<file path="src/rtl/otp_sw_pkg.sv">
package otp_sw_pkg;

    localparam logic [7:0]  CMD_CHECKED = 8'h55;
    localparam logic [7:0]  CMD_SPEED   = 8'hF5;
    localparam logic [15:0] CRC_POLY    = 16'hA001;
    localparam logic [7:0]  IDLE_BYTE   = 8'hFF;

    typedef enum logic [3:0] {
        ST_IDLE,
        ST_ADDR_LO,
        ST_ADDR_HI,
        ST_DATA,
        ST_CRC_LO,
        ST_CRC_HI,
        ST_PROG,
        ST_VERIFY,
        ST_MUTE
    } seq_state_e;

    typedef struct packed {
        seq_state_e  state;
        logic        checked;
        logic [15:0] addr;
        logic [15:0] crc;
        logic [7:0]  data;
        logic        tx_valid;
        logic [7:0]  tx_byte;
    } seq_regs_t;

    localparam seq_regs_t SEQ_RESET = '{
        state:    ST_IDLE,
        checked:  1'b0,
        addr:     16'h0000,
        crc:      16'h0000,
        data:     8'h00,
        tx_valid: 1'b0,
        tx_byte:  IDLE_BYTE
    };

endpackage

</file>
<file path="src/rtl/otp_crc16_byte.sv">
module otp_crc16_byte
    import otp_sw_pkg::*;
#(
    parameter int BITS = 8
) (
    input  logic [15:0]     seed,
    input  logic [BITS-1:0] din,
    output logic [15:0]     result
);
    always_comb begin
        logic [15:0] acc;
        logic        fb;
        acc = seed;
        for (int i = 0; i < BITS; i++) begin
            fb  = acc[0] ^ din[i];
            acc = {1'b0, acc[15:1]};
            if (fb) begin
                acc = acc ^ CRC_POLY;
            end
        end
        result = acc;
    end
endmodule

</file>
<file path="src/rtl/otp_status_array.sv">
module otp_status_array
    import otp_sw_pkg::*;
#(
    parameter int DEPTH = 32,
    localparam int AW   = (DEPTH > 1) ? $clog2(DEPTH) : 1
) (
    input  logic          clk,
    input  logic          rst_n,
    input  logic          wr_en,
    input  logic [AW-1:0] wr_idx,
    input  logic [7:0]    wr_data,
    input  logic [AW-1:0] rd_idx,
    output logic [7:0]    rd_data
);
    logic [7:0] cells_q [DEPTH];
    logic [7:0] cells_d [DEPTH];

    always_comb begin
        for (int i = 0; i < DEPTH; i++) begin
            cells_d[i] = cells_q[i];
            if (wr_en && (wr_idx == AW'(i))) begin
                cells_d[i] = cells_q[i] & wr_data;
            end
        end
    end

    always_ff @(posedge clk or negedge rst_n) begin
        if (!rst_n) begin
            for (int i = 0; i < DEPTH; i++) begin
                cells_q[i] <= IDLE_BYTE;
            end
        end else begin
            for (int i = 0; i < DEPTH; i++) begin
                cells_q[i] <= cells_d[i];
            end
        end
    end

    assign rd_data = cells_q[rd_idx];

    generate
        for (genvar g = 0; g < DEPTH; g++) begin : g_cell_chk
            // Bits of a cell never rise after power-up
            assert_bits_only_fall_R6: assert property (@(posedge clk) disable iff (!rst_n)
                1'b1 |=> ((cells_q[g] & ~$past(cells_q[g])) == 8'h00));
            // Without a write strobe no cell changes
            assert_hold_without_write_R11: assert property (@(posedge clk) disable iff (!rst_n)
                !wr_en |=> $stable(cells_q[g]));
        end
    endgenerate
endmodule

</file>
<file path="src/rtl/otp_seq_ctrl.sv">
module otp_seq_ctrl
    import otp_sw_pkg::*;
#(
    parameter int DEPTH = 32,
    localparam int AW   = (DEPTH > 1) ? $clog2(DEPTH) : 1
) (
    input  logic          clk,
    input  logic          rst_n,
    input  logic          bus_reset,
    input  logic          rx_valid,
    input  logic [7:0]    rx_byte,
    input  logic          rd_req,
    input  logic          prog_pulse,
    input  logic [7:0]    cell_rd_data,
    output logic          cell_wr_en,
    output logic [AW-1:0] cell_idx,
    output logic [7:0]    cell_wr_data,
    output logic          tx_valid,
    output logic [7:0]    tx_byte
);
    seq_regs_t   r_q, r_d;
    logic [15:0] crc_seed;
    logic [15:0] crc_shifted;
    logic [15:0] addr_inc;

    assign crc_seed = (r_q.state == ST_IDLE) ? 16'h0000 : r_q.crc;
    assign addr_inc = r_q.addr + 16'd1;

    otp_crc16_byte #(.BITS(8)) u_crc (
        .seed   (crc_seed),
        .din    (rx_byte),
        .result (crc_shifted)
    );

    always_comb begin
        r_d          = r_q;
        r_d.tx_valid = rd_req;
        r_d.tx_byte  = IDLE_BYTE;
        cell_wr_en   = 1'b0;
        if (bus_reset) begin
            r_d.state = ST_IDLE;
        end else begin
            unique case (r_q.state)
                ST_IDLE: begin
                    if (rx_valid) begin
                        r_d.crc = crc_shifted;
                        if (rx_byte == CMD_CHECKED) begin
                            r_d.state   = ST_ADDR_LO;
                            r_d.checked = 1'b1;
                        end else if (rx_byte == CMD_SPEED) begin
                            r_d.state   = ST_ADDR_LO;
                            r_d.checked = 1'b0;
                        end else begin
                            r_d.state = ST_MUTE;
                        end
                    end
                end
                ST_ADDR_LO: begin
                    if (rx_valid) begin
                        r_d.addr[7:0] = rx_byte;
                        r_d.crc       = crc_shifted;
                        r_d.state     = ST_ADDR_HI;
                    end
                end
                ST_ADDR_HI: begin
                    if (rx_valid) begin
                        r_d.addr[15:8] = rx_byte;
                        r_d.crc        = crc_shifted;
                        r_d.state      = ST_DATA;
                    end
                end
                ST_DATA: begin
                    if (rx_valid) begin
                        r_d.data  = rx_byte;
                        r_d.crc   = crc_shifted;
                        r_d.state = r_q.checked ? ST_CRC_LO : ST_PROG;
                    end
                end
                ST_CRC_LO: begin
                    if (rd_req) begin
                        r_d.tx_byte = ~r_q.crc[7:0];
                        r_d.state   = ST_CRC_HI;
                    end
                end
                ST_CRC_HI: begin
                    if (rd_req) begin
                        r_d.tx_byte = ~r_q.crc[15:8];
                        r_d.state   = ST_PROG;
                    end
                end
                ST_PROG: begin
                    if (prog_pulse) begin
                        cell_wr_en = 1'b1;
                        r_d.state  = ST_VERIFY;
                    end
                end
                ST_VERIFY: begin
                    if (rd_req) begin
                        r_d.tx_byte = cell_rd_data;
                        r_d.addr    = addr_inc;
                        r_d.crc     = addr_inc;
                        r_d.state   = ST_DATA;
                    end
                end
                ST_MUTE: begin
                end
                default: begin
                    r_d.state = ST_IDLE;
                end
            endcase
        end
    end

    always_ff @(posedge clk or negedge rst_n) begin
        if (!rst_n) begin
            r_q <= SEQ_RESET;
        end else begin
            r_q <= r_d;
        end
    end

    assign cell_idx     = r_q.addr[AW-1:0];
    assign cell_wr_data = r_q.data;
    assign tx_valid     = r_q.tx_valid;
    assign tx_byte      = r_q.tx_byte;

    // Every read request is answered in the next cycle
    assert_read_answered_R12: assert property (@(posedge clk) disable iff (!rst_n)
        rd_req |=> tx_valid);
    assert_no_spurious_tx_R12: assert property (@(posedge clk) disable iff (!rst_n)
        !rd_req |=> !tx_valid);
    // Bus reset always returns to command wait
    assert_reset_to_idle_R10: assert property (@(posedge clk) disable iff (!rst_n)
        bus_reset |=> (r_q.state == ST_IDLE));
    // Verify read steps the address by one
    assert_addr_step_R8: assert property (@(posedge clk) disable iff (!rst_n)
        (r_q.state == ST_VERIFY && rd_req && !bus_reset) |=> (r_q.addr == $past(r_q.addr) + 16'd1));
    // Next-byte CRC seeded by loading the new address
    assert_crc_seed_R3: assert property (@(posedge clk) disable iff (!rst_n)
        (r_q.state == ST_VERIFY && rd_req && !bus_reset) |=> (r_q.crc == r_q.addr));
    // Writes only leave the pulse-wait state
    assert_write_leaves_prog_R11: assert property (@(posedge clk) disable iff (!rst_n)
        cell_wr_en |=> (r_q.state == ST_VERIFY));
    // A mute block stays mute until bus reset
    assert_mute_sticky_R1: assert property (@(posedge clk) disable iff (!rst_n)
        (r_q.state == ST_MUTE && !bus_reset) |=> (r_q.state == ST_MUTE));
endmodule

</file>
<file path="src/rtl/otp_status_writer.sv">
module otp_status_writer
    import otp_sw_pkg::*;
#(
    parameter int DEPTH = 32,
    localparam int AW   = (DEPTH > 1) ? $clog2(DEPTH) : 1
) (
    input  logic       clk,
    input  logic       rst_n,
    input  logic       bus_reset,
    input  logic       rx_valid,
    input  logic [7:0] rx_byte,
    input  logic       rd_req,
    input  logic       prog_pulse,
    output logic       tx_valid,
    output logic [7:0] tx_byte
);
    logic          wr_en;
    logic [AW-1:0] idx;
    logic [7:0]    wr_data;
    logic [7:0]    rd_data;

    otp_seq_ctrl #(.DEPTH(DEPTH)) u_seq (
        .clk          (clk),
        .rst_n        (rst_n),
        .bus_reset    (bus_reset),
        .rx_valid     (rx_valid),
        .rx_byte      (rx_byte),
        .rd_req       (rd_req),
        .prog_pulse   (prog_pulse),
        .cell_rd_data (rd_data),
        .cell_wr_en   (wr_en),
        .cell_idx     (idx),
        .cell_wr_data (wr_data),
        .tx_valid     (tx_valid),
        .tx_byte      (tx_byte)
    );

    otp_status_array #(.DEPTH(DEPTH)) u_array (
        .clk     (clk),
        .rst_n   (rst_n),
        .wr_en   (wr_en),
        .wr_idx  (idx),
        .wr_data (wr_data),
        .rd_idx  (idx),
        .rd_data (rd_data)
    );
endmodule

</file>
<file path="config.mk">
export PLATFORM = sky130hd
export DESIGN_NAME = otp_status_writer
export DESIGN_NICKNAME = d
export VERILOG_FILES = /design/src/rtl/otp_sw_pkg.sv /design/src/rtl/otp_crc16_byte.sv /design/src/rtl/otp_status_array.sv /design/src/rtl/otp_seq_ctrl.sv /design/src/rtl/otp_status_writer.sv
export SDC_FILE = /design/constraint.sdc
export NUM_CORES = 1
export LEC_CHECK = 0
export BUFFER_PORTS_ARGS = -buffer_cell sky130_fd_sc_hd__buf_2
export CAP_MARGIN = 20
export CORE_MARGIN = 4
export CORE_UTILIZATION = 63
export DETAILED_ROUTE_END_ITERATION = 10
export HOLD_SLACK_MARGIN = 0.1
export PLACE_DENSITY = 0.8
export SETUP_SLACK_MARGIN = 0.4
export SLEW_MARGIN = 15
export SYNTH_ARGS = -nofsm -noshare
export SYNTH_HDL_FRONTEND = slang
export SYNTH_SLANG_ARGS = --single-unit
</file>
<file path="constraint.sdc">
create_clock -name clk -period 2.8 [get_ports clk]
set_input_delay 0.56 -clock clk [delete_from_list [all_inputs] [get_ports clk]]
set_output_delay 0.56 -clock clk [all_outputs]
set_load 0.1 [all_outputs]
</file>
# == Yosys cells after proc, flatten, opt, wreduce, memory -nomap -nowiden ==
# Cells that the tools add are included.
# W data, S select, Z words.
# totals
wordCells,236
output_inout_bits,9
mem_bits_ro,0
inputBits,14
latchBits,0
reg_bits,310
ramBits,0
n_memories,0
# classes
reduce_logical,45
shift,0
mul,0
add_sub_neg,1
n_div,0
n_eq_ne,55
magnitude_cmp,1
mux,42
bitwise_logic,52
# op_table
cell,n
$and A8 B8 Y8,32
$mux W16,10
$eq A5 B5 Y1 const B,16
$pmux W16 S4,1
$mux W8,7
$mux W24,2
$bmux W8 S5,1
$eq A5 B4 Y1 const B,8
$mux W4,9
$pmux W4 S9,1
$logic_and A1 B1 Y1,32
$mux W32,1
$pmux W8 S2,2
$ne A3 B3 Y1 const B,8
$not A2 Y3,8
$pmux W8 S3,1
$eq A5 B3 Y1 const B,4
$add A16 B1 Y16 const B,1
$eq A4 B3 Y1 const B,4
$not A8 Y8,2
$reduce_and A4 Y1,3
$eq A5 B2 Y1 const B,2
$mux W5,2
$ne A2 B2 Y1 const B,5
other kinds (21),34

# == Logic depth before layout (Yosys ltp) ==
# Gate-level depths: netlist of run 1.
# logic_depth
ltp_word,20
ltp_mapped,9
mapped_depth_nobuf,6

# == Cells and area by module ==
# Synthesis of run 1 repeated with hierarchy kept, for this count alone.
# hier_totals
cells_unflattened,1078
area_unflattened_um2,14629.0
# by_module_without_submodules
module,seq_area_each_um2,n_inst,cells_per_inst,area_each_um2
otp_status_array,6726.5,1,690,10964.3
otp_seq_ctrl,1361.3,1,362,3390.8
otp_crc16_byte,0.0,1,26,274.0

# == Worst setup path after synthesis of run 1 ==
# OpenSTA, ideal clock, no wires.
# synth_timing
kind,reg2reg
startpoint,register u_seq.r_q (netlist bit u_seq.cell_idx[1])
endpoint,register u_array.cells_q[184] in the netlist's numbering
setup_time_ps,77
arrival_ps,1941
path_slack_ps,782
n_path_buf,4
required_ps,2723
stages_incl_launch_ff,10
period_less_slack_ps,2018
cell_sequence,dfrtp_1 buf_4 buf_4 buf_4 buf_4 inv_1 ha_1 nor2b_1 nand2_1 o21a_1
# synth_between
elab_chain_cells,2
# synth_lines
item,line_no,rtl
from (decl),otp_seq_ctrl.sv:21,"seq_regs_t r_q, r_d;"
from (signal assigned),otp_seq_ctrl.sv:118,r_q <= r_d;
$eq A5 B4 Y1,otp_status_array.sv:21,if (wr_en && (wr_idx == AW'(i))) begin
$logic_and A1 B1 Y1,otp_status_array.sv:21,
"to (signal, indexed assignment)",otp_status_array.sv:34,cells_q[i] <= cells_d[i];
to (decl),otp_status_array.sv:15,logic [7:0] cells_q [DEPTH];
# No other way between the ends.
# A chain may end at the register's enable or synchronous reset.

==> results of run 1 <==
[sequential cells by signal (all words and copies together) (netlist names)]
signal / cells
u_array.cells_q: 256
u_seq.r_q: 32
u_seq.cell_wr_data: 8
u_seq.tx_byte: 8
u_seq.cell_idx: 5
u_seq.tx_valid: 1
[metal layers]
metal | global-route usage [%] | share of wire (%) | routed length, um | up-vias
met5 | 0 | 0 | 0 | -
met4 | 9.23 | 3.1 | 1170 | 0
met3 | 4.98 | 8.0 | 2970 | 86
met2 | 44.1 | 46 | 17300 | 427
met1 | 41.3 | 43 | 15900 | 5321
li1 | - | - | - | 4535
[where the power goes]
part,switching [mW],internal [mW],leakage [nW]
clock network,1.70,2.41,0.510
registers,0.249,4.65,3.29
logic,1.03,0.805,2.15
[worst paths after layout]
path,from,end,slack (ns)
min in group clk,rd_req,u_seq.tx_valid,0.17
setup reg to reg,u_seq.cell_idx[1],u_seq.tx_byte[5],0.42
hold reg to reg,u_array.cells_q[124],u_array.cells_q[124],0.45
setup / recovery,u_seq.cell_idx[1],u_seq.tx_byte[5],0.42
hold / removal,rst_n,u_array.cells_q[62],0.16
max in group asynchronous,rst_n,u_array.cells_q[99],2.05
[layout make-up]
cell class	count	area [sq um]	area share (%)
clock inverter	8	72.6	0.443
tap	313	392	2.39
clock buffer	48	951	5.81
sequential	310	8090	49.4
timing repair buffer	66	562	3.43
inverter	11	41.3	0.252
multi-input combinational	820	6260	38.2
[worst max-delay path, stage by stage, from the launching register on]
cell      delay (ns)
dfrtp_4         0.57
buf_12          0.16
buf_12          0.16
mux2i_1         0.16
a22o_1          0.20
a221oi_1        0.35
o21ai_0         0.24
o31ai_1         0.38
[cells in the mapped netlist, types with 9 or more instances]
| library cell | instances |
|---|---|
| a22o_1 | 24 |
| o21a_1 | 267 |
| nand3_1 | 16 |
| a22oi_1 | 25 |
| mux2i_1 | 132 |
| nor2b_1 | 10 |
| a21oi_1 | 41 |
| nand2_1 | 41 |
| and3_1 | 9 |
| buf_2 | 15 |
| buf_4 | 17 |
| nor2_1 | 42 |
| inv_1 | 10 |
| mux2_2 | 11 |
| o22ai_1 | 11 |
| dfstp_2 | 264 |
| xnor2_1 | 28 |
| a31oi_1 | 10 |
| dfrtp_1 | 46 |
| clkbuf_1 | 60 |
| a221oi_1 | 24 |
| buf_1 | 13 |
| nand4_1 | 10 |
| o21ai_0 | 20 |
[repair_timing]
action                                 in CTS  in global routing
setup endpoints to repair                   6                131
endpoints found under the hold margin       0                  0
gates resized for setup                     2                 10
buffers inserted                            1                  4
[metrics by stage]
stage	setup slack, ns	cells
floorplan	0.782	1246
detailed placement	0.234	1515
global route	0.322	1576
CTS	0.375	1572
finish	0.425	1576
global placement	0.286	1515
[cells by family (layout without fill, tap and decap cells)]
| kind of cell | after synthesis | in the layout | share of synthesized area (%) |
|---|---|---|---|
| buf+inv | 116 | 133 | 3.50 |
| simple gates | 164 | 164 | 5.62 |
| fa+ha+maj | 6 | 6 | 0.507 |
| xor+xnor | 41 | 41 | 3.02 |
| mux | 147 | 147 | 10.1 |
| compound gates | 462 | 462 | 22.7 |
| flops | 310 | 310 | 54.6 |
==> results_dict.tcl, run 1 <==
set metrics [dict create \
    core_sq_mm 0.0228 \
    finalMaxSlewViolations 0 \
    clk_path_buf_depth 3 \
    final_util_pct 71.7 \
    path_clk_slew_ns 0.06 \
    clock_latency_ns 0.57 \
    drive_gt1_share_pct 33.3 \
    clockRootBuffer "clkbuf_16" \
    syn_avg_cell_area_sq_um 11.9 \
    die_h_um 161 \
    design_area_sq_mm 0.0164 \
    reg2reg_depth 7 \
    cts_tree "yes" \
    drv_cap 0 \
    yosysWarnings 0 \
    dr.pass1.iters 5 \
    totalNegativeSetupSlack_ns 0 \
    ys_seq_area_share_pct 54.6 \
    cts_made_buffers 31 \
    syn-instance-count 1246 \
    syn-num-nets 1266 \
    synth_edf_count 0 \
    cp.required_ns 3.23 \
    finalCriticalPeriod_ns 2.38 \
    final_cell_mix "o21a_1 (267), dfstp_2 (264), mux2i_1 (132)" \
    fin_nets 1260 \
    setup_viol 0 \
    clkSinkCount 310 \
    start_kind "register" \
    synth_top_area_cell "dfstp_2" \
    grt_pass1_wl_um 58900 \
    ys_ff_latch 310 \
    timing_worst_setup_path_type "reg -> reg" \
    async_flop_share_pct 100 \
    vias_per_cell 6.58 \
    die_w_um 161 \
    crit_arrival_ns 2.81 \
    die_area_sq_mm 0.0260 \
    wire_per_inst_um 23.7 \
    min_path_type "in -> async" \
    drt_iter0_drc 1260 \
    rsz0062_at_grt "yes" \
    peakVddDrop_mv 0.493 \
    final_common_cell "o21a_1" \
    postPlaceCellArea_sq_mm 0.0152 \
    start_util_pct 64.8 \
    synth_area_leaders "dfstp_2 (47%), o21a_1 (14%), mux2i_1 (8.9%)" \
    synthToLayoutAreaGrowth_pct 10.6 \
    ios 23 \
    finClkSkew_ns 0.0153 \
    slew_headroom_pct 41.0 \
    end_kind "register" \
    antenna_left 0 \
    outcome "complete, no violations" \
    gp_congestion 0.926 \
    hold-worst-slack_ns 0.162 \
    nFillCells 1576 \
    dp_hpwl_um 23800 \
    io_buffers 22 \
    crit_fanout 22 \
    ys_types 62 \
    power.total_mw 10.8 \
    diodes 0 \
    htree_levels 1 \
    antenna_found_initial 0 \
    remaining_drc_errors 0 \
    worst_pin_slew_ns 0.886 \
    netlist_area_sq_mm 0.0148 \
    dr_total_vias 10400 \
    fin_crit_sh_pct 84.8 \
    cts.hold.buffers_added 0 \
    hold_viol_final 0 \
    core.rowCount 55 \
    grt_overflow 0 \
    grt_pass1_vias 10300 \
    synth_ff_type "dfstp_2" \
    p_leak_nw 5.96 \
    grt_start_max_net_pins 78 \
    routed_wl_um 37300 \
    power_density_mw_per_mm2 662 \
    fmax_ghz 0.421 \
    grt.total_usage_pct 28.5 \
    synth_top_area_share_pct 46.9 \
]
(Power assumes the default switching activity.)
==> run 2: changes to the inputs <==
Clock period 2.8 ns to 2.46 ns, I/O delays scaled along.
==> run 2 against run 1 <==
Compared with the run above: critical path depth stayed put; sequential power is 14% higher; fmax is 11% higher; non-clock buffer count is 42 higher; sequential cell count stayed put.
==> results_dict.tcl, run 2 (synthesized netlist as in run 1, its figures left out) <==
set metrics [dict create \
    outcome "complete, no violations" \
    die_area_sq_mm 0.0260 \
    finalMaxSlewViolations 0 \
    wire_per_inst_um 23.8 \
    ios 23 \
    totalNegativeSetupSlack_ns 0 \
    fin_crit_sh_pct 86.9 \
    antenna_left 0 \
    start_util_pct 64.8 \
    fmax_ghz 0.468 \
    vias_per_cell 6.55 \
    nFillCells 1443 \
    power_density_mw_per_mm2 742 \
    path_cells "buf_12 > buf_4 > mux2i_1 > a22o_1 > a221oi_2 > o22ai_1 > o31ai_1" \
    cp.required_ns 2.93 \
    top_register "u_array.cells_q" \
    cts_made_buffers 31 \
    drv_cap 0 \
    p_leak_nw 6.28 \
    routed_wl_um 38500 \
    fin_nets 1302 \
    synthToLayoutAreaGrowth_pct 15.4 \
    worst_pin_slew_ns 1.09 \
    reg.largest.list "u_array.cells_q (256), u_seq.r_q (32)" \
    htree_levels 1 \
    final_cell_mix "o21a_1 (267), dfstp_2 (264), mux2i_1 (132)" \
    grt_start_max_net_pins 68 \
    grt_overflow 0 \
    rsz0062_at_grt "yes" \
    core.rowCount 55 \
    max_stage_delay_ns 0.54 \
    dp_hpwl_um 24700 \
    hold_viol_final 0 \
    start_kind "register" \
    diodes 0 \
    die_w_um 161 \
    antenna_found_initial 1 \
    power.total_mw 12.7 \
    dr.pass1.iters 5 \
    cts_tree "yes" \
    remaining_drc_errors 0 \
    timing_worst_setup_path_type "reg -> reg" \
    final_util_pct 74.8 \
    finalCriticalPeriod_ns 2.14 \
    io_buffers 22 \
    setup_viol 0 \
    clkSinkCount 310 \
    clockRootBuffer "clkbuf_16" \
    slowest_stage "dfrtp_4" \
    drt_iter0_drc 1049 \
    slew_headroom_pct 27.1 \
    final_common_cell "o21a_1" \
    end_kind "register" \
    finClkSkew_ns 0.0104 \
    dr_total_vias 10600 \
    clk_path_buf_depth 3 \
    design_area_sq_mm 0.0171 \
    grt_pass1_vias 10700 \
    core_sq_mm 0.0228 \
    crit_fanout 16 \
    clock_latency_ns 0.57 \
    postPlaceCellArea_sq_mm 0.0156 \
    die_h_um 161 \
    min_path_type "in -> async" \
    gp_congestion 0.942 \
    peakVddDrop_mv 0.640 \
    crit_arrival_ns 2.61 \
    grt_pass1_wl_um 60900 \
    path_clk_slew_ns 0.06 \
    largest_reg_flops 256 \
    grt.total_usage_pct 29.4 \
    drive_gt1_share_pct 38.9 \
]
## run 2: changes by cell type in the layout (fill, tap and decap cells not counted), sizes merged
cell         before  now
buf              66  104
bufinv            1    3
clkbuf           48   47
clkinv            6    7
clkinvlp          0    1
dlygate4sd3       0    1
## run 2: layer usage
layer  vias up  track usage [%]  wire (um)
met4         2             8.41       1070
met3        91             5.38       2710
met2       438             46.4      18000
li1       4620                -          -
met1      5447             42.1      16700
met5         -                0         13
## run 2: metrics by stage
step | instances | hold slack (ns) | setup WS [ns]
2_1_floorplan | 1246 | 0.196 | 0.442
3_3_place_gp | 1546 | 0.444 | 0.216
3_5_place_dp | 1546 | 0.448 | 0.126
4_1_cts | 1605 | 0.250 | 0.321
5_1_grt | 1618 | 0.268 | 0.269
6_report | 1618 | 0.221 | 0.322
## run 2: power by group
group	internal, mW	switching (mW)	total, mW
logic	1.05	1.22	2.27
registers	5.30	0.274	5.57
clock network	2.85	1.99	4.84
## run 2: repair_timing
item,4_1_cts,5_1_grt
resized for setup,23,50
pin swaps,2,7
buffers inserted,2,12
hold endpoints to repair,1,0
hold buffers,1,0
gates cloned,0,1
setup endpoints to repair,102,228
## run 2: area by class of cell
class                   count  area, sq um  share of cell area (%)
well taps                 313          392                    2.29
clock inverters            12          153                   0.894
inverters                  11         41.3                   0.242
clock buffers              44          896                    5.24
multi-input cells         820         6530                    38.2
flip-flops and latches    310         8090                    47.4
repair buffers            108          977                    5.72
## run 2: final timing paths
| check | slack [ns] | start | depth (start not counted) | to |
|---|---|---|---|---|
| max | 0.32 | u_seq.cell_idx[1] | 7 | u_seq.tx_byte[0] |
| max in group asynchronous | 1.77 | rst_n | 2 | u_array.cells_q[110] |
| max reg2reg | 0.32 | u_seq.cell_idx[1] | 7 | u_seq.tx_byte[0] |
| min in group clk | 0.28 | rx_valid | 3 | u_seq.r_q[53] |
| min | 0.22 | rst_n | 1 | u_array.cells_q[9] |
| min reg2reg | 0.45 | u_array.cells_q[120] | 1 | u_array.cells_q[120] |
## run 2: worst max-delay path: cells and delay by family, from the launching register on
kind / cells / cell delay, ns
flops: 1 / 0.54
buf+inv: 2 / 0.32
compound gates: 4 / 1.05
mux: 1 / 0.11
